--- src/rtl/acc_cpu_pkg.sv ---
package acc_cpu_pkg;

    parameter int WORD_W = 32;
    parameter int OP_W   = 8;
    parameter int ADDR_W = WORD_W - OP_W;

    localparam logic [OP_W-1:0] OPC_LOAD  = 8'h01;
    localparam logic [OP_W-1:0] OPC_ADD   = 8'h02;
    localparam logic [OP_W-1:0] OPC_STORE = 8'h03;
    localparam logic [OP_W-1:0] OPC_INC   = 8'h04;
    localparam logic [OP_W-1:0] OPC_DEC   = 8'h05;
    localparam logic [OP_W-1:0] OPC_JMP   = 8'h06;
    localparam logic [OP_W-1:0] OPC_HALT  = 8'hFF;

    typedef enum logic [2:0] {
        CLS_LOAD, CLS_ADD, CLS_STORE, CLS_INC, CLS_DEC, CLS_JMP, CLS_HALT, CLS_BAD
    } op_class_e;

    typedef enum logic [2:0] {
        ST_FETCH_ADDR, ST_FETCH_WAIT, ST_LOAD_IR, ST_DECODE,
        ST_OPND_WAIT, ST_EXEC, ST_STORE_WAIT, ST_HALT
    } state_e;

    typedef enum logic [2:0] {
        ACC_HOLD, ACC_LOAD, ACC_ADD, ACC_INC, ACC_DEC
    } acc_op_e;

    typedef struct packed {
        logic    mar_from_pc;
        logic    mar_from_ir;
        logic    mdr_from_mem;
        logic    mdr_from_acc;
        logic    ir_load;
        logic    pc_inc;
        logic    pc_jump;
        acc_op_e acc_op;
        logic    rd;
        logic    wr;
    } ctrl_t;

    typedef struct packed {
        logic [OP_W-1:0]   opcode;
        logic [ADDR_W-1:0] addr;
    } instr_t;

    function automatic op_class_e classify(input logic [OP_W-1:0] opc);
        case (opc)
            OPC_LOAD:  return CLS_LOAD;
            OPC_ADD:   return CLS_ADD;
            OPC_STORE: return CLS_STORE;
            OPC_INC:   return CLS_INC;
            OPC_DEC:   return CLS_DEC;
            OPC_JMP:   return CLS_JMP;
            OPC_HALT:  return CLS_HALT;
            default:   return CLS_BAD;
        endcase
    endfunction

    function automatic logic [WORD_W-1:0] acc_next(input acc_op_e op,
                                                   input logic [WORD_W-1:0] acc,
                                                   input logic [WORD_W-1:0] mdr);
        case (op)
            ACC_LOAD: return mdr;
            ACC_ADD:  return acc + mdr;
            ACC_INC:  return acc + 1'b1;
            ACC_DEC:  return acc - 1'b1;
            default:  return acc;
        endcase
    endfunction

endpackage

--- src/rtl/acc_cpu_ctrl.sv ---
module acc_cpu_ctrl
    import acc_cpu_pkg::*;
(
    input  logic            clk,
    input  logic            rst,
    input  logic [OP_W-1:0] opcode,
    input  logic            mem_ready,
    output ctrl_t           ctl,
    output logic            halted,
    output logic            illegal_op
);
    state_e    st_q, st_n;
    op_class_e cls;
    logic      ill_q;

    assign cls = classify(opcode);

    always_ff @(posedge clk) begin
        if (rst) begin
            st_q  <= ST_FETCH_ADDR;
            ill_q <= 1'b0;
        end else begin
            st_q <= st_n;
            if (st_q == ST_DECODE && cls == CLS_BAD) ill_q <= 1'b1;
        end
    end

    always_comb begin
        ctl  = '0;
        st_n = st_q;
        case (st_q)
            ST_FETCH_ADDR: begin
                ctl.mar_from_pc = 1'b1;
                st_n = ST_FETCH_WAIT;
            end
            ST_FETCH_WAIT: begin
                ctl.rd = 1'b1;
                if (mem_ready) begin
                    ctl.mdr_from_mem = 1'b1;
                    st_n = ST_LOAD_IR;
                end
            end
            ST_LOAD_IR: begin
                ctl.ir_load = 1'b1;
                ctl.pc_inc  = 1'b1;
                st_n = ST_DECODE;
            end
            ST_DECODE: begin
                case (cls)
                    CLS_LOAD, CLS_ADD: begin
                        ctl.mar_from_ir = 1'b1;
                        st_n = ST_OPND_WAIT;
                    end
                    CLS_STORE: begin
                        ctl.mar_from_ir  = 1'b1;
                        ctl.mdr_from_acc = 1'b1;
                        st_n = ST_STORE_WAIT;
                    end
                    CLS_INC: begin
                        ctl.acc_op = ACC_INC;
                        st_n = ST_FETCH_ADDR;
                    end
                    CLS_DEC: begin
                        ctl.acc_op = ACC_DEC;
                        st_n = ST_FETCH_ADDR;
                    end
                    CLS_JMP: begin
                        ctl.pc_jump = 1'b1;
                        st_n = ST_FETCH_ADDR;
                    end
                    default: st_n = ST_HALT;
                endcase
            end
            ST_OPND_WAIT: begin
                ctl.rd = 1'b1;
                if (mem_ready) begin
                    ctl.mdr_from_mem = 1'b1;
                    st_n = ST_EXEC;
                end
            end
            ST_EXEC: begin
                ctl.acc_op = (cls == CLS_ADD) ? ACC_ADD : ACC_LOAD;
                st_n = ST_FETCH_ADDR;
            end
            ST_STORE_WAIT: begin
                ctl.wr = 1'b1;
                if (mem_ready) st_n = ST_FETCH_ADDR;
            end
            default: st_n = ST_HALT;
        endcase
    end

    assign halted     = (st_q == ST_HALT);
    assign illegal_op = ill_q;
endmodule

--- src/rtl/acc_cpu_dp.sv ---
module acc_cpu_dp
    import acc_cpu_pkg::*;
#(
    parameter logic [ADDR_W-1:0] START_ADDR = '0
) (
    input  logic              clk,
    input  logic              rst,
    input  ctrl_t             ctl,
    input  logic [WORD_W-1:0] mem_rdata,
    output logic [ADDR_W-1:0] mar,
    output logic [WORD_W-1:0] mdr,
    output logic [OP_W-1:0]   opcode
);
    logic [ADDR_W-1:0] pc_q;
    logic [ADDR_W-1:0] mar_q;
    logic [WORD_W-1:0] mdr_q;
    logic [WORD_W-1:0] acc_q;
    instr_t            ir_q;

    always_ff @(posedge clk) begin
        if (rst) begin
            pc_q  <= START_ADDR;
            mar_q <= '0;
            mdr_q <= '0;
            acc_q <= '0;
            ir_q  <= '0;
        end else begin
            if (ctl.pc_jump)     pc_q <= ir_q.addr;
            else if (ctl.pc_inc) pc_q <= pc_q + 1'b1;

            if (ctl.mar_from_pc)      mar_q <= pc_q;
            else if (ctl.mar_from_ir) mar_q <= ir_q.addr;

            if (ctl.mdr_from_mem)      mdr_q <= mem_rdata;
            else if (ctl.mdr_from_acc) mdr_q <= acc_q;

            if (ctl.ir_load) ir_q <= instr_t'(mdr_q);

            acc_q <= acc_next(ctl.acc_op, acc_q, mdr_q);
        end
    end

    assign mar    = mar_q;
    assign mdr    = mdr_q;
    assign opcode = ir_q.opcode;
endmodule

--- src/rtl/acc_cpu.sv ---
module acc_cpu
    import acc_cpu_pkg::*;
#(
    parameter logic [ADDR_W-1:0] START_ADDR = '0
) (
    input  logic              clk,
    input  logic              rst,
    output logic [ADDR_W-1:0] mem_addr,
    output logic              mem_rd,
    output logic              mem_wr,
    output logic [WORD_W-1:0] mem_wdata,
    input  logic [WORD_W-1:0] mem_rdata,
    input  logic              mem_ready,
    output logic              halted,
    output logic              illegal_op
);
    ctrl_t           ctl;
    logic [OP_W-1:0] opcode;

    acc_cpu_ctrl u_ctrl (
        .clk        (clk),
        .rst        (rst),
        .opcode     (opcode),
        .mem_ready  (mem_ready),
        .ctl        (ctl),
        .halted     (halted),
        .illegal_op (illegal_op)
    );

    acc_cpu_dp #(.START_ADDR(START_ADDR)) u_dp (
        .clk       (clk),
        .rst       (rst),
        .ctl       (ctl),
        .mem_rdata (mem_rdata),
        .mar       (mem_addr),
        .mdr       (mem_wdata),
        .opcode    (opcode)
    );

    assign mem_rd = ctl.rd;
    assign mem_wr = ctl.wr;
endmodule

--- config.mk ---
export PLATFORM = sky130hd
export DESIGN_NAME = acc_cpu
export DESIGN_NICKNAME = d
export VERILOG_FILES = /design/src/rtl/acc_cpu_pkg.sv /design/src/rtl/acc_cpu_ctrl.sv /design/src/rtl/acc_cpu_dp.sv /design/src/rtl/acc_cpu.sv
export SDC_FILE = /design/constraint.sdc
export NUM_CORES = 1
export LEC_CHECK = 0
export ABC_AREA = 1
export BUFFER_PORTS_ARGS = -buffer_cell sky130_fd_sc_hd__buf_2
export CORE_UTILIZATION = 50
export DETAILED_ROUTE_END_ITERATION = 6
export PLACE_DENSITY = 0.69
export SETUP_SLACK_MARGIN = 0.3
export SYNTH_ARGS = -nofsm -noshare
export SYNTH_HDL_FRONTEND = slang
export SYNTH_SLANG_ARGS = --single-unit
--- constraint.sdc ---
create_clock -name clk -period 3.7 [get_ports clk]
set_clock_uncertainty 0.05 [all_clocks]
set_input_delay 0.74 -clock clk [delete_from_list [all_inputs] [get_ports clk]]
set_output_delay 0.74 -clock clk [all_outputs]
set_load 0.05 [all_outputs]
==> results.sh, run 1 <==
export IMPL_num_nets_final=1681
export IMPL_via_count=10980
export IMPL_dp_hpwl_um=23580
export IMPL_final_util=0.6509
export IMPL_row_count=50
export IMPL_synth_area_per_cell_um2=6.595
export IMPL_path_clk_slew_ps=60
export IMPL_drive_above_1_share=0.2548
export IMPL_h_tree_depth=4
export IMPL_fp_dieH_um=141.7
export IMPL_ant_nets=0
export IMPL_cts_buffers=17
export IMPL_post_route_period_util=0.9456
export IMPL_cts_tree="yes"
export IMPL_start_kind="register"
export IMPL_max_stage_delay_ps=420
export IMPL_fin_area_mm2=0.01230
export IMPL_layout_cells_non_filler=1885
export IMPL_grt_usage=0.3270
export IMPL_status="finished, final reports clean"
export IMPL_period_needed_ps=3499
export IMPL_cts_sinks=148
export IMPL_final_common_cell="nand2_1"
export IMPL_ys_types=51
export IMPL_path_buf_inv=3
export IMPL_max_freq_mhz=285.8
export IMPL_synth_net_count=1548
export IMPL_ys_ff_latch=148
export IMPL_ys_flop_type="dfxtp_1"
export IMPL_cpLargestDelayFamily="simple AND/OR/NAND/NOR gates"
export IMPL_die_w_um=141.7
export IMPL_r2r_start="u_dp.mdr[1]"
export IMPL_grt_pass1_wl_um=51410
export IMPL_cp_max_fo=5
export IMPL_worst_slew_pin_slew_ps=783.4
export IMPL_place_gp_congestion=1.073
export IMPL_crit_top_cell="nand2_1"
export IMPL_rsz0062_at_grt="yes"
export IMPL_ios=95
export IMPL_cts_root_buf="clkbuf_16"
export IMPL_hold_violations=0
export IMPL_grt_remaining_overflow=0
export IMPL_place_area_mm2=0.01053
export IMPL_p_leak_nw=5.097
export IMPL_ys_seq_area_frac=0.3037
export IMPL_areaGrowthSynthToFinish_pct=26.08
export IMPL_core_mm2=0.01889
export IMPL_post_route_drc_count=0
export IMPL_drt_initial_drc_count=928
export IMPL_cts_hold_buf=0
export IMPL_yosys_warnings=0
export IMPL_netlist_area_mm2=0.009754
export IMPL_critical_path_class="register to register"
export IMPL_avgViaCountPerCell=5.823
export IMPL_critPathLaunch="u_dp.mdr[1]"
export IMPL_dp_cells=1806
export IMPL_relSlewSlack=0.4777
export IMPL_arrival_ps=3820
export IMPL_start_util=0.5163
export IMPL_hold_class="register to register"
export IMPL_ir_worst_vdd_v=0.0004569
export IMPL_clock_path_buffers=2
export IMPL_hold_slack_ps=436.6
export IMPL_synth_edf_count=0
export IMPL_die_area_mm2=0.02007
export IMPL_grt_max_degree=73
export IMPL_first_global_vias=9903
export IMPL_antenna_cells=0
export IMPL_setup_viol=0
export IMPL_clkLatencyLatePin_ps=440
export IMPL_worstSetupEndpointType="register"
export IMPL_path_cells="inv_4 -> ha_4 -> nand2_4 -> nor2_4 -> nand3_2 -> nor3_4 -> nand3_4 -> xnor2_1 -> nand2_1 -> nand2_1 -> ha_1 -> nand2_1 -> nor2_2 -> inv_1 -> nor2_2 -> inv_2 -> nor3_4 -> nand2_1 -> nand3_2 -> nand3_1 -> nand3_1 -> nand2_1 -> a21oi_2"
export IMPL_power_w=0.01221
export IMPL_antenna_found_initial=0
export IMPL_required_ps=4020
export IMPL_drv_slew=0
export IMPL_drt_pass1_iter_count=6
export IMPL_wl_um=33750
export IMPL_p_per_area_mw_per_mm2=993.2
export IMPL_wl_per_cell_um=17.90
export IMPL_ys_async_sr_fraction=0
export IMPL_cap_violations=0
export IMPL_port_buffers=94
export IMPL_nFillCells=1737
export IMPL_hp_start="u_ctrl.illegal_op"
export IMPL_crit_slowest_cell="ha_1"
export IMPL_syn_instance_count=1479
export IMPL_final_cell_mix="nand2_1 (347), dfxtp_1 (142), inv_1 (117), nor2_1 (117), o21ai_0 (95)"
[synthesized netlist by cell type (16+ instances only)]
cell	n	area (um^2)
nand3_1	97	485.5
nor2_1	145	544.3
nor3_1	16	80.08
a31oi_1	52	325.3
o21ai_1	17	85.08
ha_1	33	412.9
nand2_1	365	1370
a311oi_1	28	245.2
xor2_1	36	315.3
inv_1	130	488.0
a21oi_1	98	490.5
dfxtp_1	148	2963
buf_2	19	95.09
o21ai_0	112	560.5
clkbuf_1	38	142.6
[cell type report]
class / instances / area (um^2) / share of cell area
tap: 260 / 325.3 / 0.02645
clock inverter: 14 / 198.9 / 0.01618
timing repair buffer: 182 / 1162 / 0.09452
sequential: 148 / 2973 / 0.2417
clock buffer: 18 / 429.2 / 0.03490
inverter: 140 / 530.5 / 0.04314
multi-input combinational: 1123 / 6679 / 0.5431
[repair_timing]
item / in CTS / in global routing
resized for setup: 38 / 165
buffers inserted: 7 / 40
pin swaps: 16 / 70
setup endpoints to repair: 14 / 24
endpoints found under the hold margin: 0 / 0
[per-layer routing]
metal  share of wire  wire [um]  GRT usage  vias up
met5               0          0          0        -
met4           0.038       1283     0.1364        0
met3           0.079       2681    0.04725      109
met2            0.48      16110     0.5496      533
met1            0.41      13670     0.4189     5094
li1                -          -          -     5241
[logic make-up (layout without fill, tap and decap cells)]
group / count (synthesis) / in the layout / synth area share
AOI/OAI and AO/OA: 347 / 347 / 0.2070
xor gates and xnor gates: 49 / 49 / 0.04400
and+or+nand+nor: 693 / 693 / 0.3134
buffers and inverters: 208 / 354 / 0.08748
DFF: 148 / 148 / 0.3037
adders and majority gates: 34 / 34 / 0.04438
[worst paths after layout]
path / cells past startpoint / to / slack [ps]
worst max register to register: 23 / u_dp.acc_q[31] / 200
worst max-delay path: 23 / u_dp.acc_q[31] / 200
worst min-delay path: 2 / u_ctrl.illegal_op / 440
worst min register to register: 2 / u_ctrl.illegal_op / 440
[sequential cells by signal (all words and copies together), names as in the netlist]
register / count
u_dp.opcode: 8
u_dp.mdr: 32
u_ctrl.illegal_op: 1
u_dp.pc_q: 24
u_dp.ir_q: 24
u_dp.mar: 24
u_ctrl.st_q: 3
u_dp.acc_q: 32
[worst register-to-register path, cell delays in order (launching register included)]
cell and delay (ps):
dfxtp_4 360, inv_4 70, ha_4 140, nand2_4 60, nor2_4 120, nand3_2 120, nor3_4 250, nand3_4 130
xnor2_1 150, nand2_1 80, nand2_1 70, ha_1 420, nand2_1 190, nor2_2 190, inv_1 80, nor2_2 150
inv_2 70, nor3_4 200, nand2_1 130, nand3_2 90, nand3_1 70, nand3_1 90, nand2_1 60, a21oi_2 110
[metrics by stage]
step	setup slack [ps]	TNS, ps
after floorplan	328.5	0
after global placement	-117.8	-152.1
after detailed placement	-156.2	-201.5
after CTS	136.3	0
after global routing	35.55	0
final	201.4	0
[where the power goes]
part           internal, W  switching, W
clock              0.00114      0.000754
sequential         0.00202      0.000449
combinational      0.00273       0.00512
(Power assumes the default switching activity.)
==> run 2: changes to the inputs <==
- CTS_BUF_LIST: unset -> sky130_fd_sc_hd__clkbuf_16
==> run 2 against run 1 <==
Critical path depth unchanged. Wire length about the same. Utilization unchanged. First-iteration DRC count increased by 0.11%. Worst setup slack got worse by 0.69 ps. Hold slack about the same. Die area unchanged. Sequential power about the same. Global-route usage unchanged.
==> results.sh, run 2 (synthesis results as in run 1) <==
export IMPL_wl_met1_um=13850
export IMPL_core_mm2=0.01889
export IMPL_h_tree_depth=4
export IMPL_critPathLaunch="u_dp.mdr[1]"
export IMPL_worst_slew_pin_slew_ps=783.3
export IMPL_r2r_start="u_dp.mdr[1]"
export IMPL_cap_violations=0
export IMPL_power_w=0.01221
export IMPL_final_common_cell="nand2_1"
export IMPL_grt_usage=0.3270
export IMPL_avgViaCountPerCell=5.814
export IMPL_first_global_vias=9903
export IMPL_dp_hpwl_um=23580
export IMPL_antenna_cells=0
export IMPL_port_buffers=94
export IMPL_die_area_mm2=0.02007
export IMPL_antenna_found_initial=0
export IMPL_period_needed_ps=3499
export IMPL_fp_dieH_um=141.7
export IMPL_start_util=0.5163
export IMPL_worstSetupEndpoint="u_dp.acc_q[31]"
export IMPL_path_cells="inv_4 -> ha_4 -> nand2_4 -> nor2_4 -> nand3_2 -> nor3_4 -> nand3_4 -> xnor2_1 -> nand2_1 -> nand2_1 -> ha_1 -> nand2_1 -> nor2_2 -> inv_1 -> nor2_2 -> inv_2 -> nor3_4 -> nand2_1 -> nand3_2 -> nand3_1 -> nand3_1 -> nand2_1 -> a21oi_2"
export IMPL_worstReg2RegEnd="u_dp.acc_q[31]"
export IMPL_layout_cells_non_filler=1885
export IMPL_ant_nets=0
export IMPL_hold_depth=2
export IMPL_met2RoutedLength_um=16100
export IMPL_setup_viol=0
export IMPL_relSlewSlack=0.4778
export IMPL_cts_hold_buf=0
export IMPL_p_leak_nw=5.101
export IMPL_grt_max_degree=73
export IMPL_cts_root_buf="clkbuf_16"
export IMPL_wl_per_cell_um=17.90
export IMPL_post_route_drc_count=0
export IMPL_hold_violations=0
export IMPL_cts_buffers=17
export IMPL_cp_max_fo=5
export IMPL_areaGrowthSynthToFinish_pct=26.08
export IMPL_clkLatencyLatePin_ps=440
export IMPL_row_count=50
export IMPL_arrival_ps=3820
export IMPL_num_nets_final=1681
export IMPL_hp_start="u_ctrl.illegal_op"
export IMPL_ff2ff_setup_slack_ps=200
export IMPL_ir_worst_vdd_v=0.0004566
export IMPL_final_cell_mix="nand2_1 (347), dfxtp_1 (142), inv_1 (118)"
export IMPL_drv_slew=0
export IMPL_rsz0062_at_grt="yes"
export IMPL_topRoutingLayerUsed="met4"
export IMPL_status="finished, final reports clean"
export IMPL_final_util=0.6509
export IMPL_critical_path_class="register to register"
export IMPL_nFillCells=1737
export IMPL_post_route_period_util=0.9458
export IMPL_path_clk_slew_ps=60
export IMPL_drt_initial_drc_count=929
export IMPL_worstSetupEndpointType="register"
export IMPL_place_gp_congestion=1.073
export IMPL_max_stage_delay_ps=420
export IMPL_max_freq_mhz=285.8
export IMPL_p_per_area_mw_per_mm2=993.2
export IMPL_via_count=10960
export IMPL_required_ps=4020
export IMPL_crit_slowest_cell="ha_1"
export IMPL_drive_above_1_share=0.2548
export IMPL_dp_cells=1806
export IMPL_reg2regPathDepth=23
export IMPL_wl_um=33740
export IMPL_wl_met3_um=2492
export IMPL_die_w_um=141.7
export IMPL_drt_pass1_iter_count=5
export IMPL_ios=95
export IMPL_crit_top_cell="nand2_1"
export IMPL_grt_remaining_overflow=0
export IMPL_grt_pass1_wl_um=51410
export IMPL_cts_tree="yes"
export IMPL_cts_sinks=148
export IMPL_hold_class="register to register"
export IMPL_clock_path_buffers=2
export IMPL_start_kind="register"
[run 2: cell type report]
type	count	area, um^2	share of cell area
multi-input combinational	1123	6679	0.5431
sequential	148	2973	0.2417
timing repair buffer	182	1162	0.09452
inverter	140	530.5	0.04314
clock buffer	17	425.4	0.03459
tap	260	325.3	0.02645
clock inverter	15	202.7	0.01648
[run 2: repair_timing]
action	in CTS	in global routing
gates resized for setup	38	165
pin swaps	16	70
cloned	0	0
endpoints found under the hold margin	0	0
setup endpoints to repair	14	24
buffers inserted	7	40
[run 2: power breakdown]
| group | switching (W) | total [W] | internal (W) |
|---|---|---|---|
| sequential | 0.000449 | 0.00247 | 0.00202 |
| combinational | 0.00512 | 0.00786 | 0.00273 |
| clock | 0.000753 | 0.00189 | 0.00114 |
| total | 0.00633 | 0.0122 | 0.00589 |
[run 2: worst max-delay path, delay by kind of cell, from the launching register on]
kind | cells | cell delay [ps]
compound gates | 1 | 110
xor+xnor | 1 | 150
fa+ha+maj | 2 | 550
buf+inv | 3 | 230
flops | 1 | 360
simple gates | 16 | 1990
[run 2: per-layer routing]
layer	up-vias	track usage
met1	5092	0.4189
met2	516	0.5496
met4	0	0.1364
met5	-	0
met3	111	0.04725
li1	5241	-
[run 2: per-stage QoR]
step | cell area [um^2] | TNS, ps | hold WS (ps) | worst slack [ps]
2_1_floorplan | 9754 | 0 | 393.8 | 328.5
3_3_place_gp | 10530 | -152.1 | 427.8 | -117.8
3_5_place_dp | 10530 | -201.5 | 428.7 | -156.2
4_1_cts | 11360 | 0 | 438.9 | 136.3
5_1_grt | 12300 | 0 | 469.8 | 35.55
6_report | 12300 | 0 | 436.6 | 200.7
[run 2: worst min path at each step]
| stage | to | slack [ps] |
|---|---|---|
| finish | u_ctrl.illegal_op | 440 |
| global route | u_dp.mar[22] | 470 |
| CTS | u_dp.acc_q[22] | 440 |
| detailed placement | u_dp.acc_q[22] | 430 |
| global placement | u_ctrl.illegal_op | 430 |
| floorplan | u_dp.ir_q[12] | 390 |
==> run 3: changes to the inputs <==
- RECOVER_POWER: unset -> 50
==> run 3 against run 2 <==
Worst setup slack got worse by 33 ps. Combinational power fell by 1%. Die area did not move. Largest cell class unchanged. Cell area fell by 0.75%. Clock-buffer cell count did not move. Highest routed layer unchanged. Global-route usage did not move. Via count barely moved. Final cell count did not move. First-iteration DRC count rose by 5.2%. Fmax fell by 0.93%. Sequential cell count did not move.
==> results.sh, run 3 (synthesis results as in run 1) <==
export IMPL_cts_root_buf="clkbuf_16"
export IMPL_ant_nets=0
export IMPL_hold_slack_ps=440.2
export IMPL_path_cells="inv_1 -> nand4_4 -> nor3_1 -> nor2_2 -> buf_4 -> nor3_1 -> buf_4 -> buf_12 -> buf_4 -> a21oi_2 -> ha_4 -> nand2_1 -> nor2_2 -> inv_1 -> nor2_2 -> inv_2 -> nor3_4 -> nand2_1 -> nand3_2 -> nand3_1 -> nand3_1 -> nand2_1 -> a21oi_2"
export IMPL_setup_viol=0
export IMPL_use_met3=0.04725
export IMPL_arrival_ps=3850
export IMPL_final_cell_mix="nand2_1 (347), dfxtp_1 (143), inv_1 (120)"
export IMPL_status="finished, final reports clean"
export IMPL_ff2ff_setup_slack_ps=170
export IMPL_via_count=10970
export IMPL_first_global_vias=9903
export IMPL_cp_num_cells=23
export IMPL_ios=95
export IMPL_die_area_mm2=0.02007
export IMPL_cp_max_fo=5
export IMPL_final_util=0.6460
export IMPL_avgViaCountPerCell=5.819
export IMPL_reg2regPathDepth=23
export IMPL_max_stage_delay_ps=310
export IMPL_hold_depth=2
export IMPL_num_nets_final=1681
export IMPL_final_common_cell="nand2_1"
export IMPL_antenna_found_initial=0
export IMPL_drt_pass1_iter_count=7
export IMPL_drt_initial_drc_count=977
export IMPL_drv_slew=0
export IMPL_place_gp_congestion=1.073
export IMPL_p_per_area_mw_per_mm2=992.3
export IMPL_hold_class="register to register"
export IMPL_period_needed_ps=3532
export IMPL_post_route_period_util=0.9546
export IMPL_dp_hpwl_um=23580
export IMPL_max_freq_mhz=283.1
export IMPL_ir_worst_vdd_v=0.0004551
export IMPL_grtUsageMet1=0.4189
export IMPL_areaGrowthSynthToFinish_pct=25.13
export IMPL_drive_above_1_share=0.2185
export IMPL_cpLargestDelayFamily="simple AND/OR/NAND/NOR gates"
export IMPL_port_buffers=94
export IMPL_hold_violations=0
export IMPL_start_util=0.5163
export IMPL_top_usage_layer="met2"
export IMPL_finalSetupTns_ps=0
export IMPL_core_mm2=0.01889
export IMPL_clock_path_buffers=2
export IMPL_path_clk_slew_ps=60
export IMPL_wl_per_cell_um=17.90
export IMPL_clkLatencyLatePin_ps=440
export IMPL_required_ps=4020
export IMPL_crit_slowest_cell="dfxtp_1"
export IMPL_wl_um=33740
export IMPL_rsz0062_at_grt="yes"
export IMPL_grt_pass1_wl_um=51410
export IMPL_start_kind="register"
export IMPL_h_tree_depth=4
export IMPL_use_met2=0.5496
export IMPL_place_area_mm2=0.01053
export IMPL_critical_path_class="register to register"
export IMPL_cap_violations=0
export IMPL_grt_remaining_overflow=0
export IMPL_cts_buffers=17
export IMPL_path_buf_inv=7
export IMPL_antenna_cells=0
export IMPL_fin_area_mm2=0.01221
export IMPL_relSlewSlack=0.1446
export IMPL_worst_slew_pin_slew_ps=1283
export IMPL_cts_sinks=148
export IMPL_die_w_um=141.7
export IMPL_post_route_drc_count=0
export IMPL_grt_usage=0.3270
export IMPL_row_count=50
export IMPL_fp_dieH_um=141.7
export IMPL_p_leak_nw=4.880
export IMPL_cts_tree="yes"
export IMPL_worstSetupEndpointType="register"
export IMPL_grt_max_degree=73
export IMPL_power_w=0.01211
==> run 3: changes by cell type in the layout (fill, tap and decap cells not counted), moves of 2 or more <==
cell | previous run | this run
buf_4 | 82 | 80
buf_2 | 94 | 40
inv_1 | 118 | 120
inv_2 | 21 | 19
clkbuf_1 | 0 | 54
clkbuf_2 | 0 | 2
==> run 3: metrics by stage <==
step                worst slack [ps]  instances
CTS                            136.3       1845
global placement              -117.8       1806
finish                         168.0       1885
detailed placement            -156.2       1806
floorplan                      328.5       1479
global route                   25.10       1885
==> run 3: area by class of cell <==
class,count,area [um^2]
clock inverter,15,202.7
tap,260,325.3
sequential,148,2972
multi-input combinational,1123,6660
fill,1762,6688
inverter,140,530.5
clock buffer,17,425.4
timing repair buffer,182,1090
==> run 3: final timing paths <==
kind,startpoint,endpoint
setup reg to reg,u_dp.opcode[4],u_dp.acc_q[31]
setup / recovery,u_dp.opcode[4],u_dp.acc_q[31]
hold reg to reg,u_ctrl.illegal_op,u_ctrl.illegal_op
hold / removal,u_ctrl.illegal_op,u_ctrl.illegal_op
==> run 3: power by group <==
group          internal, W  total, W  switching (W)
Clock              0.00114   0.00189       0.000749
Combinational      0.00266   0.00775        0.00510
Sequential         0.00202   0.00247       0.000452
Total              0.00581    0.0121        0.00630
==> run 3: tightest hold or removal path: stages (launching register included) <==
cell and delay, ps:
dfxtp_1 340, a31oi_1 50, nor2_1 70
==> run 3: routing by layer <==
layer / share of wire / routed length (um)
met1: 0.42 / 14070
met2: 0.47 / 16000
met3: 0.068 / 2281
met4: 0.041 / 1390
met5: 0 / 0
==> run 3: timing repair <==
item	in CTS	in global routing
pin swaps	16	70
hold buffers	0	0
setup endpoints to repair	14	24
setup buffers	7	40
resized for setup	38	165
